$ cat src/rtl/wsched_pkg.sv
package wsched_pkg;

  typedef enum logic [1:0] {
    PH_IDLE = 2'd0,
    PH_LOAD = 2'd1,
    PH_RUN  = 2'd2
  } phase_t;

  // recurrence lags, fixed by the hash definition
  localparam int LAG_A = 3;
  localparam int LAG_B = 8;
  localparam int LAG_C = 14;
  localparam int LAG_D = 16;

endpackage

$ cat src/rtl/wsched_ctrl.sv
module wsched_ctrl
  import wsched_pkg::*;
#(
  parameter int DEPTH  = 16,
  parameter int ROUNDS = 80,
  parameter int IDX_W  = $clog2(ROUNDS)
) (
  input  logic             clk,
  input  logic             rst,
  input  logic             start,
  input  logic             word_valid,
  output logic             step,
  output logic             load_sel,
  output logic             clr_err,
  output logic             busy,
  output logic [IDX_W-1:0] t_cnt
);

  localparam logic [IDX_W-1:0] LAST_LOAD = IDX_W'(DEPTH - 1);
  localparam logic [IDX_W-1:0] LAST_RUN  = IDX_W'(ROUNDS - 1);

  phase_t phase;

  always_ff @(posedge clk) begin
    if (rst) begin
      phase <= PH_IDLE;
      t_cnt <= '0;
    end else begin
      case (phase)
        PH_IDLE: begin
          if (start) begin
            phase <= PH_LOAD;
            t_cnt <= '0;
          end
        end
        PH_LOAD: begin
          if (word_valid) begin
            t_cnt <= t_cnt + 1'b1;
            if (t_cnt == LAST_LOAD) phase <= PH_RUN;
          end
        end
        PH_RUN: begin
          t_cnt <= t_cnt + 1'b1;
          if (t_cnt == LAST_RUN) phase <= PH_IDLE;
        end
        default: phase <= PH_IDLE;
      endcase
    end
  end

  always_comb begin
    load_sel = (phase == PH_LOAD);
    step     = (load_sel && word_valid) || (phase == PH_RUN);
    clr_err  = (phase == PH_IDLE) && start;
    busy     = (phase != PH_IDLE);
  end

endmodule

$ cat src/rtl/wsched_store.sv
module wsched_store #(
  parameter int WORD_W = 32,
  parameter int NBYTE  = 4,
  parameter int DEPTH  = 16,
  parameter int SLOT_A = 2,
  parameter int SLOT_B = 7,
  parameter int SLOT_C = 13,
  parameter int SLOT_D = 15
) (
  input  logic              clk,
  input  logic              shift_en,
  input  logic [WORD_W-1:0] din,
  input  logic [NBYTE-1:0]  pin,
  output logic [WORD_W-1:0] wa,
  output logic [WORD_W-1:0] wb,
  output logic [WORD_W-1:0] wc,
  output logic [WORD_W-1:0] wd,
  output logic [NBYTE-1:0]  pa,
  output logic [NBYTE-1:0]  pb,
  output logic [NBYTE-1:0]  pc,
  output logic [NBYTE-1:0]  pd
);

  logic [WORD_W-1:0] word_q [DEPTH];
  logic [NBYTE-1:0]  par_q  [DEPTH];

  always_ff @(posedge clk) begin
    if (shift_en) begin
      word_q[0] <= din;
      par_q[0]  <= pin;
      for (int k = 1; k < DEPTH; k++) begin
        word_q[k] <= word_q[k-1];
        par_q[k]  <= par_q[k-1];
      end
    end
  end

  assign wa = word_q[SLOT_A];
  assign wb = word_q[SLOT_B];
  assign wc = word_q[SLOT_C];
  assign wd = word_q[SLOT_D];
  assign pa = par_q[SLOT_A];
  assign pb = par_q[SLOT_B];
  assign pc = par_q[SLOT_C];
  assign pd = par_q[SLOT_D];

endmodule

$ cat src/rtl/wsched_tree.sv
module wsched_tree #(
  parameter int WORD_W = 32,
  parameter int BYTE_W = 8,
  parameter int NBYTE  = WORD_W / BYTE_W
) (
  input  logic [WORD_W-1:0] wa,
  input  logic [WORD_W-1:0] wb,
  input  logic [WORD_W-1:0] wc,
  input  logic [WORD_W-1:0] wd,
  input  logic [NBYTE-1:0]  pa,
  input  logic [NBYTE-1:0]  pb,
  input  logic [NBYTE-1:0]  pc,
  input  logic [NBYTE-1:0]  pd,
  output logic [WORD_W-1:0] y,
  output logic [NBYTE-1:0]  pred_par,
  output logic [NBYTE-1:0]  comp_par
);

  logic [WORD_W-1:0] mix;

  // datapath
  assign mix = wa ^ wb ^ wc ^ wd;
  assign y   = {mix[WORD_W-2:0], mix[WORD_W-1]};

  // prediction path: byte parities plus the two bits that cross each byte edge
  generate
    for (genvar j = 0; j < NBYTE; j++) begin : g_byte
      localparam int OUT_BIT = j * BYTE_W + BYTE_W - 1;
      localparam int IN_BIT  = (j * BYTE_W + WORD_W - 1) % WORD_W;
      logic leave_b, enter_b;
      assign leave_b = wa[OUT_BIT] ^ wb[OUT_BIT] ^ wc[OUT_BIT] ^ wd[OUT_BIT];
      assign enter_b = wa[IN_BIT] ^ wb[IN_BIT] ^ wc[IN_BIT] ^ wd[IN_BIT];
      assign pred_par[j] = pa[j] ^ pb[j] ^ pc[j] ^ pd[j] ^ leave_b ^ enter_b;
      assign comp_par[j] = ^y[j*BYTE_W +: BYTE_W];
    end
  endgenerate

endmodule

$ cat src/rtl/wsched_trc.sv
module wsched_trc #(
  parameter int NPAIR = 4
) (
  input  logic [NPAIR-1:0] rail_a,
  input  logic [NPAIR-1:0] rail_b,
  output logic             z,
  output logic             z_n
);

  logic f, g, nf, ng;

  always_comb begin
    f = rail_a[0];
    g = rail_b[0];
    for (int i = 1; i < NPAIR; i++) begin
      nf = (f & rail_a[i]) | (g & rail_b[i]);
      ng = (f & rail_b[i]) | (g & rail_a[i]);
      f  = nf;
      g  = ng;
    end
    z   = f;
    z_n = g;
  end

endmodule

$ cat src/rtl/sha1_sched_guard.sv
module sha1_sched_guard
  import wsched_pkg::*;
#(
  parameter int WORD_W = 32,
  parameter int BYTE_W = 8,
  parameter int DEPTH  = 16,
  parameter int ROUNDS = 80,
  parameter int NBYTE  = WORD_W / BYTE_W,
  parameter int IDX_W  = $clog2(ROUNDS)
) (
  input  logic              clk,
  input  logic              rst,
  input  logic              start,
  input  logic [WORD_W-1:0] word_in,
  input  logic [NBYTE-1:0]  word_par_in,
  input  logic              word_valid,
  output logic [WORD_W-1:0] w_out,
  output logic [NBYTE-1:0]  w_par,
  output logic              w_valid,
  output logic [IDX_W-1:0]  t_index,
  output logic              err,
  output logic              err_n
);

  localparam int SLOT_A = LAG_A - 1;
  localparam int SLOT_B = LAG_B - 1;
  localparam int SLOT_C = LAG_C - 1;
  localparam int SLOT_D = LAG_D - 1;

  logic             step, load_sel, clr_err, busy;
  logic [IDX_W-1:0] t_cnt;

  logic [WORD_W-1:0] tw_a, tw_b, tw_c, tw_d, tree_y;
  logic [NBYTE-1:0]  tp_a, tp_b, tp_c, tp_d, pred_par, comp_par;
  logic [WORD_W-1:0] nxt_word;
  logic [NBYTE-1:0]  nxt_par, in_comp, chk_a, chk_b;
  logic              rz, rz_n, fault;

  wsched_ctrl #(.DEPTH(DEPTH), .ROUNDS(ROUNDS), .IDX_W(IDX_W)) u_ctrl (
    .clk(clk), .rst(rst), .start(start), .word_valid(word_valid),
    .step(step), .load_sel(load_sel), .clr_err(clr_err), .busy(busy),
    .t_cnt(t_cnt)
  );

  wsched_store #(
    .WORD_W(WORD_W), .NBYTE(NBYTE), .DEPTH(DEPTH),
    .SLOT_A(SLOT_A), .SLOT_B(SLOT_B), .SLOT_C(SLOT_C), .SLOT_D(SLOT_D)
  ) u_store (
    .clk(clk), .shift_en(step), .din(nxt_word), .pin(nxt_par),
    .wa(tw_a), .wb(tw_b), .wc(tw_c), .wd(tw_d),
    .pa(tp_a), .pb(tp_b), .pc(tp_c), .pd(tp_d)
  );

  wsched_tree #(.WORD_W(WORD_W), .BYTE_W(BYTE_W), .NBYTE(NBYTE)) u_tree (
    .wa(tw_a), .wb(tw_b), .wc(tw_c), .wd(tw_d),
    .pa(tp_a), .pb(tp_b), .pc(tp_c), .pd(tp_d),
    .y(tree_y), .pred_par(pred_par), .comp_par(comp_par)
  );

  // parity recomputed on the incoming word
  generate
    for (genvar j = 0; j < NBYTE; j++) begin : g_inpar
      assign in_comp[j] = ^word_in[j*BYTE_W +: BYTE_W];
    end
  endgenerate

  // word multiplexer: message word while loading, recurrence otherwise
  always_comb begin
    nxt_word = load_sel ? word_in     : tree_y;
    nxt_par  = load_sel ? word_par_in : pred_par;
  end

  // check pairs: equal values become complementary rails
  always_comb begin
    if (!step) begin
      chk_a = '0;
      chk_b = '1;
    end else if (load_sel) begin
      chk_a = word_par_in;
      chk_b = ~in_comp;
    end else begin
      chk_a = pred_par;
      chk_b = ~comp_par;
    end
  end

  wsched_trc #(.NPAIR(NBYTE)) u_trc (
    .rail_a(chk_a), .rail_b(chk_b), .z(rz), .z_n(rz_n)
  );

  assign fault = (rz == rz_n);

  always_ff @(posedge clk) begin
    if (rst) begin
      w_valid <= 1'b0;
      w_out   <= '0;
      w_par   <= '0;
      t_index <= '0;
      err     <= 1'b0;
      err_n   <= 1'b1;
    end else begin
      w_valid <= step;
      if (step) begin
        w_out   <= nxt_word;
        w_par   <= nxt_par;
        t_index <= t_cnt;
      end
      if (clr_err) begin
        err   <= 1'b0;
        err_n <= 1'b1;
      end else if ((err != err_n) && fault) begin
        err   <= rz;
        err_n <= rz_n;
      end
    end
  end

endmodule

$ cat config.mk
export PLATFORM = sky130hd
export DESIGN_NAME = sha1_sched_guard
export DESIGN_NICKNAME = d
export VERILOG_FILES = /design/src/rtl/wsched_pkg.sv /design/src/rtl/wsched_ctrl.sv /design/src/rtl/wsched_store.sv /design/src/rtl/wsched_tree.sv /design/src/rtl/wsched_trc.sv /design/src/rtl/sha1_sched_guard.sv
export SDC_FILE = /design/constraint.sdc
export NUM_CORES = 1
export LEC_CHECK = 0
export BUFFER_PORTS_ARGS = -buffer_cell sky130_fd_sc_hd__buf_2
export CORE_MARGIN = 4
export CORE_UTILIZATION = 26
export DETAILED_ROUTE_END_ITERATION = 6
export PLACE_DENSITY = 0.37
export SYNTH_ARGS = -nofsm -noshare
export SYNTH_HDL_FRONTEND = slang
export SYNTH_SLANG_ARGS = --single-unit
$ cat constraint.sdc
create_clock -name clk -period 58.9 [get_ports clk]
set_clock_uncertainty 0.15 [all_clocks]
set_input_delay 8.835 -clock clk [delete_from_list [all_inputs] [get_ports clk]]
set_output_delay 8.835 -clock clk [all_outputs]
set_load 0.02 [all_outputs]
==> metrics.txt, run 1 <==
status complete, no violations; Starting DRT DRC Count 752; DP Cell Count 2187; initial antenna violation count 5; Post-DP HPWL 21000 µm; first-pass GRT wire length 56800 µm; post-synthesis area per instance 20.7 µm²; flops & latches, synth 631; DRC 0; Cell Pwr Density 62.6 mW/mm²; Routed WL 37500 µm; die footprint 0.0875 mm²; Setup Total Neg Slack 0 ps; CTS H-tree depth 3; vias in the first global route 9243; Distinct cells, synth 42; CP Class in2reg; RSZ-0062 raised after global routing false; clock sinks 631; Tcrit/Tclk final 19.4%; leak pwr 8.34 nW; ANT nets after route 0; number of enable flip-flop cells after synthesis 576; WP data required 59210 ps; standard-cell rows 105; cts hold-fix bufs 0; Die X 296 µm; sequential area share after synthesis 85.4%; Area growth, synth to finish 18.8%; Starting Density 26.2%; Net Count, Synth 1088; CTS resizes 0; CTS tree built; fmax 87.6 MHz; clock latency on the worst-skew pair 600 ps; Total Routing Usage GR 8.56%; Cells after Synth 1041; Final #Nets 1239; crit-path max FO 165; total congestion overflow 0; Root Driver clkbuf_16; share of the synthesized area in the top cell type 80.3%; Slew headroom 34.1%; Startpoint Class input port; ys async rst share 0%; FILL cells 7916; fin. max-slew vios 0; endpoints failing hold 0; Post-CTS Setup Inserts 0; CORE AREA 0.0821 mm²; gpl congestion 0.667; CTS clk-pin slew, worst paths 60 ps; Hold Path Class reg2reg; Area contributors post-synth edfxtp_1 80%, xnor2_1 5.1%, dfxtp_1 5.1%; Finished Layout Cells 2322; CTS Buf Count 73; Ys Warns 0; vias 8970; I/O pin cnt 86; Slew @ Worst Pin 988 ps; Synth area leader edfxtp_1; final setup vio count 0; routed length per placed instance 16.2 µm; post-synth design cell area 0.0215 mm²; Critical Path End Type flop; Tmin final 11420 ps; drt first pass iters 4; vias per std cell 3.86; ratio of cells with drive above 1 in the final layout 18.4%; largest net degree at the start of global routing 182; Max Cap Violations 0; CTS max path bufs 3; Buffers on Ports 85; die outline height 296 µm; Arr. time, crit path 11730 ps; dominant synthesized flop cell edfxtp_1; VDD IR max 62.0 µV
## cells by family after synthesis
kind of cell    after synthesis  share of synthesized area [%]
simple gates                 97                           1.91
xor+xnor                    175                           7.42
buf+inv                      27                          0.499
flops                       631                           85.4
mux                          66                           3.29
compound gates               38                           1.07
fa+ha+maj                     7                          0.407
## final cells by class
type | count | area, µm² | area share (%)
clock buffer | 105 | 2010 | 7.85
clock inverter | 28 | 228 | 0.890
antenna | 2 | 5.00 | 0.0196
tap | 1070 | 1340 | 5.23
sequential | 631 | 18400 | 71.9
multi-input combinational | 383 | 3050 | 11.9
timing repair buffer | 92 | 503 | 1.97
inverter | 11 | 48.8 | 0.191
## where the power goes
group / switching [W] / total [W] / internal (W) / leakage, nW
registers: 0.0000463 / 0.000738 / 0.000692 / 5.77
logic: 0.000278 / 0.000441 / 0.000163 / 1.48
clock network: 0.000175 / 0.000423 / 0.000247 / 1.09
## Yosys cell counts, types with 2 or more instances
master and instances:
ha_1 7, edfxtp_1 576, xor2_1 41, nand3_1 4, a21oi_1 21, buf_2 2
buf_1 4, nand2_1 39, xnor2_1 126, dfxtp_1 55, and4_1 2, clkbuf_1 9
mux2_2 29, o211ai_1 2, nor2_1 43, inv_1 10, mux2i_1 36, nor2b_1 2
o21ai_0 3, xnor2_2 7, o2111ai_1 2
## registers in the layout, summed over array words and instances (netlist names)
name            cells
t_index             7
u_store.word_q    512
err_n               1
err                 1
w_valid             1
w_par               4
u_store.par_q      64
u_ctrl.phase        2
w_out              32
u_ctrl.t_cnt        7
## path summary, 6_finish.rpt
path	cells past startpoint	endpoint	slack, ps	startpoint
max	7	w_out[6]	47480	word_valid
min	0	u_store.word_q[0][160]	250	u_store.word_q[0][128]
max reg2reg	8	w_out[6]	55070	u_ctrl.phase[0]
min reg2reg	0	u_store.word_q[0][160]	250	u_store.word_q[0][128]
## routing by layer
layer  routed length, µm  GRT usage (%)  up-vias
met5                  15              0        -
met4                1040           3.68        2
met3                1920           2.41       83
met2               15200           11.8      155
met1               19400           12.6     4514
li1                    -              -     4216
## stage by stage
step / cell area, µm² / total power [W] / utilization (%) / hold WS (ps) / setup WS (ps)
3_5_place_dp: 23300 / 0.00120 / 28.4 / 255 / 46740
2_1_floorplan: 21500 / 0.00116 / - / 250 / 32720
3_3_place_gp: 23300 / 0.00120 / 28.4 / 250 / 46860
6_report: 25600 / 0.00160 / 31.2 / 252 / 47480
4_1_cts: 25600 / 0.00164 / 31.2 / 247 / 47400
5_1_grt: 25600 / 0.00170 / 31.2 / 258 / 47200
## layout by cell type, fill, tap and decap left out, types with 3 or more instances in the layout
master / count
edfxtp_1: 576
xnor2_1: 126
buf_2: 85
clkbuf_16: 75
dfxtp_1: 55
nor2_1: 43
xor2_1: 41
nand2_1: 39
mux2i_1: 36
mux2_2: 29
clkbuf_1: 28
a21oi_1: 20
clkinv_2: 11
inv_1: 10
clkinv_1: 9
xnor2_2: 7
ha_1: 6
buf_4: 5
nand3_1: 4
o21ai_0: 3
## critical path, cell delays in order
cell     delay [ps]
buf_2           100
a21oi_2         100
inv_8           610
buf_12          620
buf_4           870
mux2i_1         280
nor2_1           60
(Power assumes the default switching activity.)
==> run 2, diff against run 1 <==
PLACE_DENSITY = 0.39   (was 0.37)
clock period = 10.2 ns   (was 58.9 ns; I/O delays follow)
==> run 2 against run 1 <==
  * Global-route usage shrank 0.10 points
  * Hold slack gained 9.4 ps
  * Critical path type unchanged
  * Via count is essentially flat
  * Critical endpoint is now u_store.word_q[1][159]
==> metrics.txt, run 2 (synthesis gave the netlist of run 1 again) <==
gpl congestion 0.656 (was 0.667); Starting DRT DRC Count 777 (was 752); Final #Nets 1236 (was 1239); clock latency on the worst-skew pair 590 ps (was 600 ps); Top delay family on crit path buffers and inverters (unchanged); leak pwr 8.36 nW (was 8.34 nW); CTS resizes 0 (unchanged); commonest non-fill, non-tap cells in the layout 576 x edfxtp_1, 126 x xnor2_1, 85 x buf_2, 74 x clkbuf_16, 55 x dfxtp_1 (was 576 x edfxtp_1, 126 x xnor2_1, 85 x buf_2, 75 x clkbuf_16, 55 x dfxtp_1); Die X 296 µm (unchanged); VDD IR max 218 µV (was 62.0 µV); endpoints failing hold 0 (unchanged); routed length per placed instance 16.1 µm (was 16.2 µm); CTS max path bufs 3 (unchanged); Max Cap Violations 0 (unchanged); net switching power 0.00284 W (was 0.000499 W); Post-CTS Setup Inserts 0 (unchanged); ratio of cells with drive above 1 in the final layout 19.2% (was 18.4%); area of the multi-input gates 0.00305 mm² (unchanged); Setup Total Neg Slack 0 ps (unchanged); crit-path max FO 160 (was 165); DRC 0 (unchanged); register area 0.0184 mm² (unchanged); drt first pass iters 6 (was 4); Final WS setup 6090 ps (was 47480 ps); Buffers on Ports 85 (unchanged); largest net degree at the start of global routing 184 (was 182); max incr delay on CP 740 ps (was 870 ps); vias 8963 (was 8970); die footprint 0.0875 mm² (unchanged); FILL cells 7923 (was 7916); first-pass GRT wire length 56200 µm (was 56800 µm); critical-path cell list buf_2 -> a21oi_2 -> inv_8 -> buf_12 -> buf_4 (was buf_2 -> a21oi_2 -> inv_8 -> buf_12 -> buf_4 -> mux2i_1 -> nor2_1); DP Cell Count 2187 (unchanged); Slew @ Worst Pin 1200 ps (was 988 ps); vias in the first global route 9194 (was 9243); vias per std cell 3.87 (was 3.86); dpl ws 5430 ps (was 46740 ps); cts hold-fix bufs 0 (unchanged); total congestion overflow 0 (unchanged); Slew headroom 20.3% (was 34.1%); Starting Density 26.2% (unchanged); Tcrit/Tclk final 40.3%; CORE AREA 0.0821 mm² (unchanged); clock sinks 631 (unchanged); Cell Pwr Density 361 mW/mm² (was 62.6 mW/mm²); fmax 243 MHz; die outline height 296 µm (unchanged); status complete, no violations (unchanged); final setup vio count 0 (unchanged); ANT cells 0 (was 2); number of flip-flops in the largest register 512 (unchanged); CTS clk-pin slew, worst paths 60 ps (about the same); most flop-heavy register u_store.word_q (unchanged); I/O pin cnt 86 (unchanged); Tmin final 4110 ps; CP max stage cell buf_4 (unchanged); RSZ-0062 raised after global routing false (unchanged); commonest non-fill, non-tap cell in the layout edfxtp_1 (unchanged); Flop pwr share 46.1% (about the same); Net Sw Frac 30.8% (was 31.2%); Clk pwr share 26.6% (was 26.4%); Critical Path End Type flop (unchanged); initial antenna violation count 2 (was 5); CP Class in2reg (unchanged); CTS Buf Count 70 (was 73); ANT nets after route 0 (unchanged); CTS tree built (unchanged); Finished Layout Cells 2317 (was 2322); Comb pwr share 27.3% (was 27.5%); Routed WL 37300 µm (was 37500 µm); Hold Path Class reg2reg (unchanged); internal cell power 0.00639 W (was 0.00110 W); WP data required 10260 ps (was 59210 ps); Largest regs u_store.word_q: 512 flops, u_store.par_q: 64 flops, w_out: 32 flops (unchanged); Worst Path Buf+Inv 4 (unchanged); standard-cell rows 105 (unchanged); Arr. time, crit path 4160 ps (was 11730 ps); Total Routing Usage GR 8.46% (was 8.56%); Root Driver clkbuf_16 (unchanged); Startpoint Class input port (unchanged); total power 0.00923 W (was 0.00160 W); Area growth, synth to finish 18.9% (was 18.8%); CTS H-tree depth 3 (unchanged); fin. max-slew vios 0 (unchanged); Post-DP HPWL 20900 µm (was 21000 µm)
-- run 2: cell count changes in the layout (fill, tap and decap cells not counted), sizes merged --
cell      delta
bufinv       +2
diode        -2
clkinv       +5
clkbuf      -13
clkinvlp     +3
-- run 2: final timing paths --
check	start	endpoint	slack [ps]	cells past startpoint
setup / recovery	word_valid	u_store.word_q[1][159]	6090	5
setup reg to reg	u_ctrl.phase[0]	u_store.word_q[1][159]	6410	6
hold reg to reg	u_store.word_q[1][38]	u_store.word_q[1][70]	260	0
hold / removal	u_store.word_q[1][38]	u_store.word_q[1][70]	260	0
-- run 2: stage by stage --
step	instance area [µm²]	hold WS (ps)	utilization, %
after global routing	25600	264	31.2
after CTS	25600	260	31.2
final	25600	261	31.2
after detailed placement	23300	255	28.4
after floorplan	21500	250	-
after global placement	23300	250	28.4
-- run 2: cell type report --
class / instances / share of cell area (%)
Clock inverter: 38 / 1.24
Inverter: 11 / 0.191
Sequential cell: 631 / 71.8
Clock buffer: 92 / 7.61
Tap cell: 1070 / 5.23
Timing Repair Buffer: 92 / 1.96
Multi-Input combinational cell: 383 / 11.9
-- run 2: per-layer routing --
layer,global-route usage (%),part of all wire (%),up-vias
met5,0,0,-
met4,3.01,2.0,0
met1,12.9,53,4537
met2,11.3,40,161
li1,-,-,4204
met3,2.51,5.1,61
-- run 2: worst reg2reg max path: stages, from the launching register on --
cell	delay, ps
dfxtp_1	370
inv_1	130
ha_1	260
a21oi_2	100
inv_8	580
buf_12	910
buf_4	890
-- run 2: power groups by stage --
stage | Combinational [W] | Clock (W) | Sequential [W]
3_3_place_gp | 0.00260 | 0 | 0.00429
4_1_cts | 0.00263 | 0.00258 | 0.00427
5_1_grt | 0.00280 | 0.00269 | 0.00433
2_1_floorplan | 0.00177 | 0 | 0.00460
6_report | 0.00252 | 0.00246 | 0.00426
3_5_place_dp | 0.00261 | 0 | 0.00430
==> run 3, diff against run 2 <==
PLACE_DENSITY = 0.37   (was 0.39)
clock period = 4.1 ns   (was 10.2 ns; I/O delays follow)
==> run 3 against run 2 <==
  * First-iteration DRC count decreased by 11%
  * Combinational power rose to 2.5 times the previous value
  * Global-route usage grew 0.094 points
  * Hold slack worse by 48 ps
  * Flip-flop and latch count unchanged
  * Sequential power is 150% higher
  * Non-clock buffer count rose by 13
  * Register-to-register slack worse by 5300 ps
  * Critical endpoint is now err
==> metrics.txt, run 3 (synthesis gave the netlist of run 1 again) <==
worst hold path stage count 3 (was 0); placed instance area 0.0235 mm² (was 0.0233 mm²); commonest non-fill, non-tap cell in the layout edfxtp_1 (unchanged); vias in the first global route 9566 (was 9194); VDD IR max 366 µV (was 218 µV); Core Util, Final 31.6% (was 31.2%); Hold Crit Start word_par_in[1] (was u_store.word_q[1][38]); CTS clk-pin slew, worst paths 60 ps (about the same); DRC 0 (unchanged); standard-cell rows 105 (unchanged); CTS resizes 0 (unchanged); Max Cap Violations 0 (unchanged); R2R setup slack 1090 ps (was 6410 ps); crit-path max FO 56 (was 160); die outline height 296 µm (unchanged); clock latency on the worst-skew pair 590 ps (about the same); Setup Total Neg Slack 0 ps (unchanged); WP data required 4420 ps (was 10260 ps); Arr. time, crit path 3330 ps (was 4160 ps); CP Class reg2reg (was in2reg); Die X 296 µm (unchanged); CTS tree built (unchanged); Area growth, synth to finish 20.3% (was 18.9%); Tcrit/Tclk final 73.3%; Slew @ Worst Pin 882 ps (was 1200 ps); CORE AREA 0.0821 mm² (unchanged); length of routed wiring on met1 19400 µm (was 19700 µm); gpl congestion 0.657 (was 0.656); Starting DRT DRC Count 694 (was 777); top sig layer met4 (unchanged); fmax 333 MHz; total congestion overflow 0 (unchanged); Routed WL 37700 µm (was 37300 µm); RSZ-0062 raised after global routing false (unchanged); Hold Path Class in2reg (was reg2reg); CTS H-tree depth 3 (unchanged); Finished Cell Area 0.0259 mm² (was 0.0256 mm²); Critical Path End Type flop (unchanged); first-pass GRT wire length 57300 µm (was 56200 µm); R2R Path Start u_ctrl.phase[1] (was u_ctrl.phase[0]); number of flip-flops in the largest register 512 (unchanged); leak pwr 8.51 nW (was 8.36 nW); Post-DP HPWL 22300 µm (was 20900 µm); Tmin final 3010 ps; commonest non-fill, non-tap cells in the layout 576 x edfxtp_1, 126 x xnor2_1, 85 x buf_2, 74 x clkbuf_16, 55 x dfxtp_1 (unchanged); vias per std cell 3.88 (was 3.87); Slew headroom 41.2% (was 20.3%); CTS max path bufs 3 (unchanged); Final #Nets 1251 (was 1236); Post-CTS Setup Inserts 0 (unchanged); Min Hold Slack 213 ps (was 261 ps); WHS Endpoint u_store.par_q[0][1] (was u_store.word_q[1][70]); cts hold-fix bufs 0 (unchanged); WL met2 15200 µm (was 15000 µm); die footprint 0.0875 mm² (unchanged); status complete, no violations (unchanged); Buffers on Ports 85 (unchanged); met3 WL 2020 µm (was 1880 µm); most flop-heavy register u_store.word_q (unchanged); Total Routing Usage GR 8.55% (was 8.46%); largest net degree at the start of global routing 80 (was 184); Largest regs u_store.word_q: 512 flops, u_store.par_q: 64 flops, w_out: 32 flops (unchanged); Cell Pwr Density 904 mW/mm² (was 361 mW/mm²); CTS Buf Count 72 (was 70); Startpoint Class flop (was input port); ANT nets after route 0 (unchanged); Root Driver clkbuf_16 (unchanged); final setup vio count 0 (unchanged); end of the worst register-to-register path err (was u_store.word_q[1][159]); vias 9053 (was 8963); Starting Density 26.2% (unchanged); drt first pass iters 4 (was 6); initial antenna violation count 1 (was 2); ratio of cells with drive above 1 in the final layout 19.7% (was 19.2%); worst r2r path cells 9 (was 6); routed length per placed instance 16.1 µm (about the same); clock sinks 631 (unchanged); endpoints failing hold 0 (unchanged); fin. max-slew vios 0 (unchanged); I/O pin cnt 86 (unchanged)
## run 3: worst max-delay path: stages (launching register included)
cell      delay, ps
dfxtp_1         340
inv_1           160
ha_4            740
nor2b_1         260
mux2i_1         240
and2_1          190
o211ai_1        180
and4_4          270
o311ai_0        270
nand2_1          90
## run 3: per-stage QoR
stage / setup WS [ps] / instances / total power [W]
2_1_floorplan: 836 / 1041 / 0.0151
3_3_place_gp: 1140 / 2200 / 0.0172
3_5_place_dp: 1050 / 2200 / 0.0173
4_1_cts: 1050 / 2332 / 0.0240
5_1_grt: 778 / 2332 / 0.0249
6_report: 1090 / 2333 / 0.0234
## run 3: area by class of cell
cell class              instances  area (µm²)
well taps                    1070        1340
multi-input cells             383        3050
repair buffers                105         688
flip-flops and latches        631       18400
diodes                          1        2.50
fillers                      7870       56200
clock buffers                  98        1980
clock inverters                34         409
inverters                      11        48.8
## run 3: report_power, final
group / switching (W) / internal [W] / leakage (nW) / total [W]
registers: 0.000656 / 0.00989 / 5.77 / 0.0105
clock network: 0.00255 / 0.00392 / 1.17 / 0.00646
logic: 0.00392 / 0.00249 / 1.57 / 0.00642
## run 3: how the worst max path moves through the flow
stage / end / cells past startpoint / start / slack (ps)
floorplan: u_store.par_q[0][0] / 6 / u_ctrl.phase[1] / 840
global placement: w_out[12] / 7 / u_ctrl.phase[1] / 1140
detailed placement: w_out[12] / 7 / u_ctrl.phase[1] / 1050
CTS: w_out[12] / 7 / u_ctrl.phase[1] / 1050
global route: err / 9 / u_ctrl.phase[1] / 780
finish: err / 9 / u_ctrl.phase[1] / 1090
## run 3: per-layer routing
metal | vias to the layer above | global-route usage [%]
li1 | 4238 | -
met1 | 4602 | 12.5
met2 | 142 | 11.7
met3 | 71 | 2.64
met4 | 0 | 3.65
met5 | - | 0
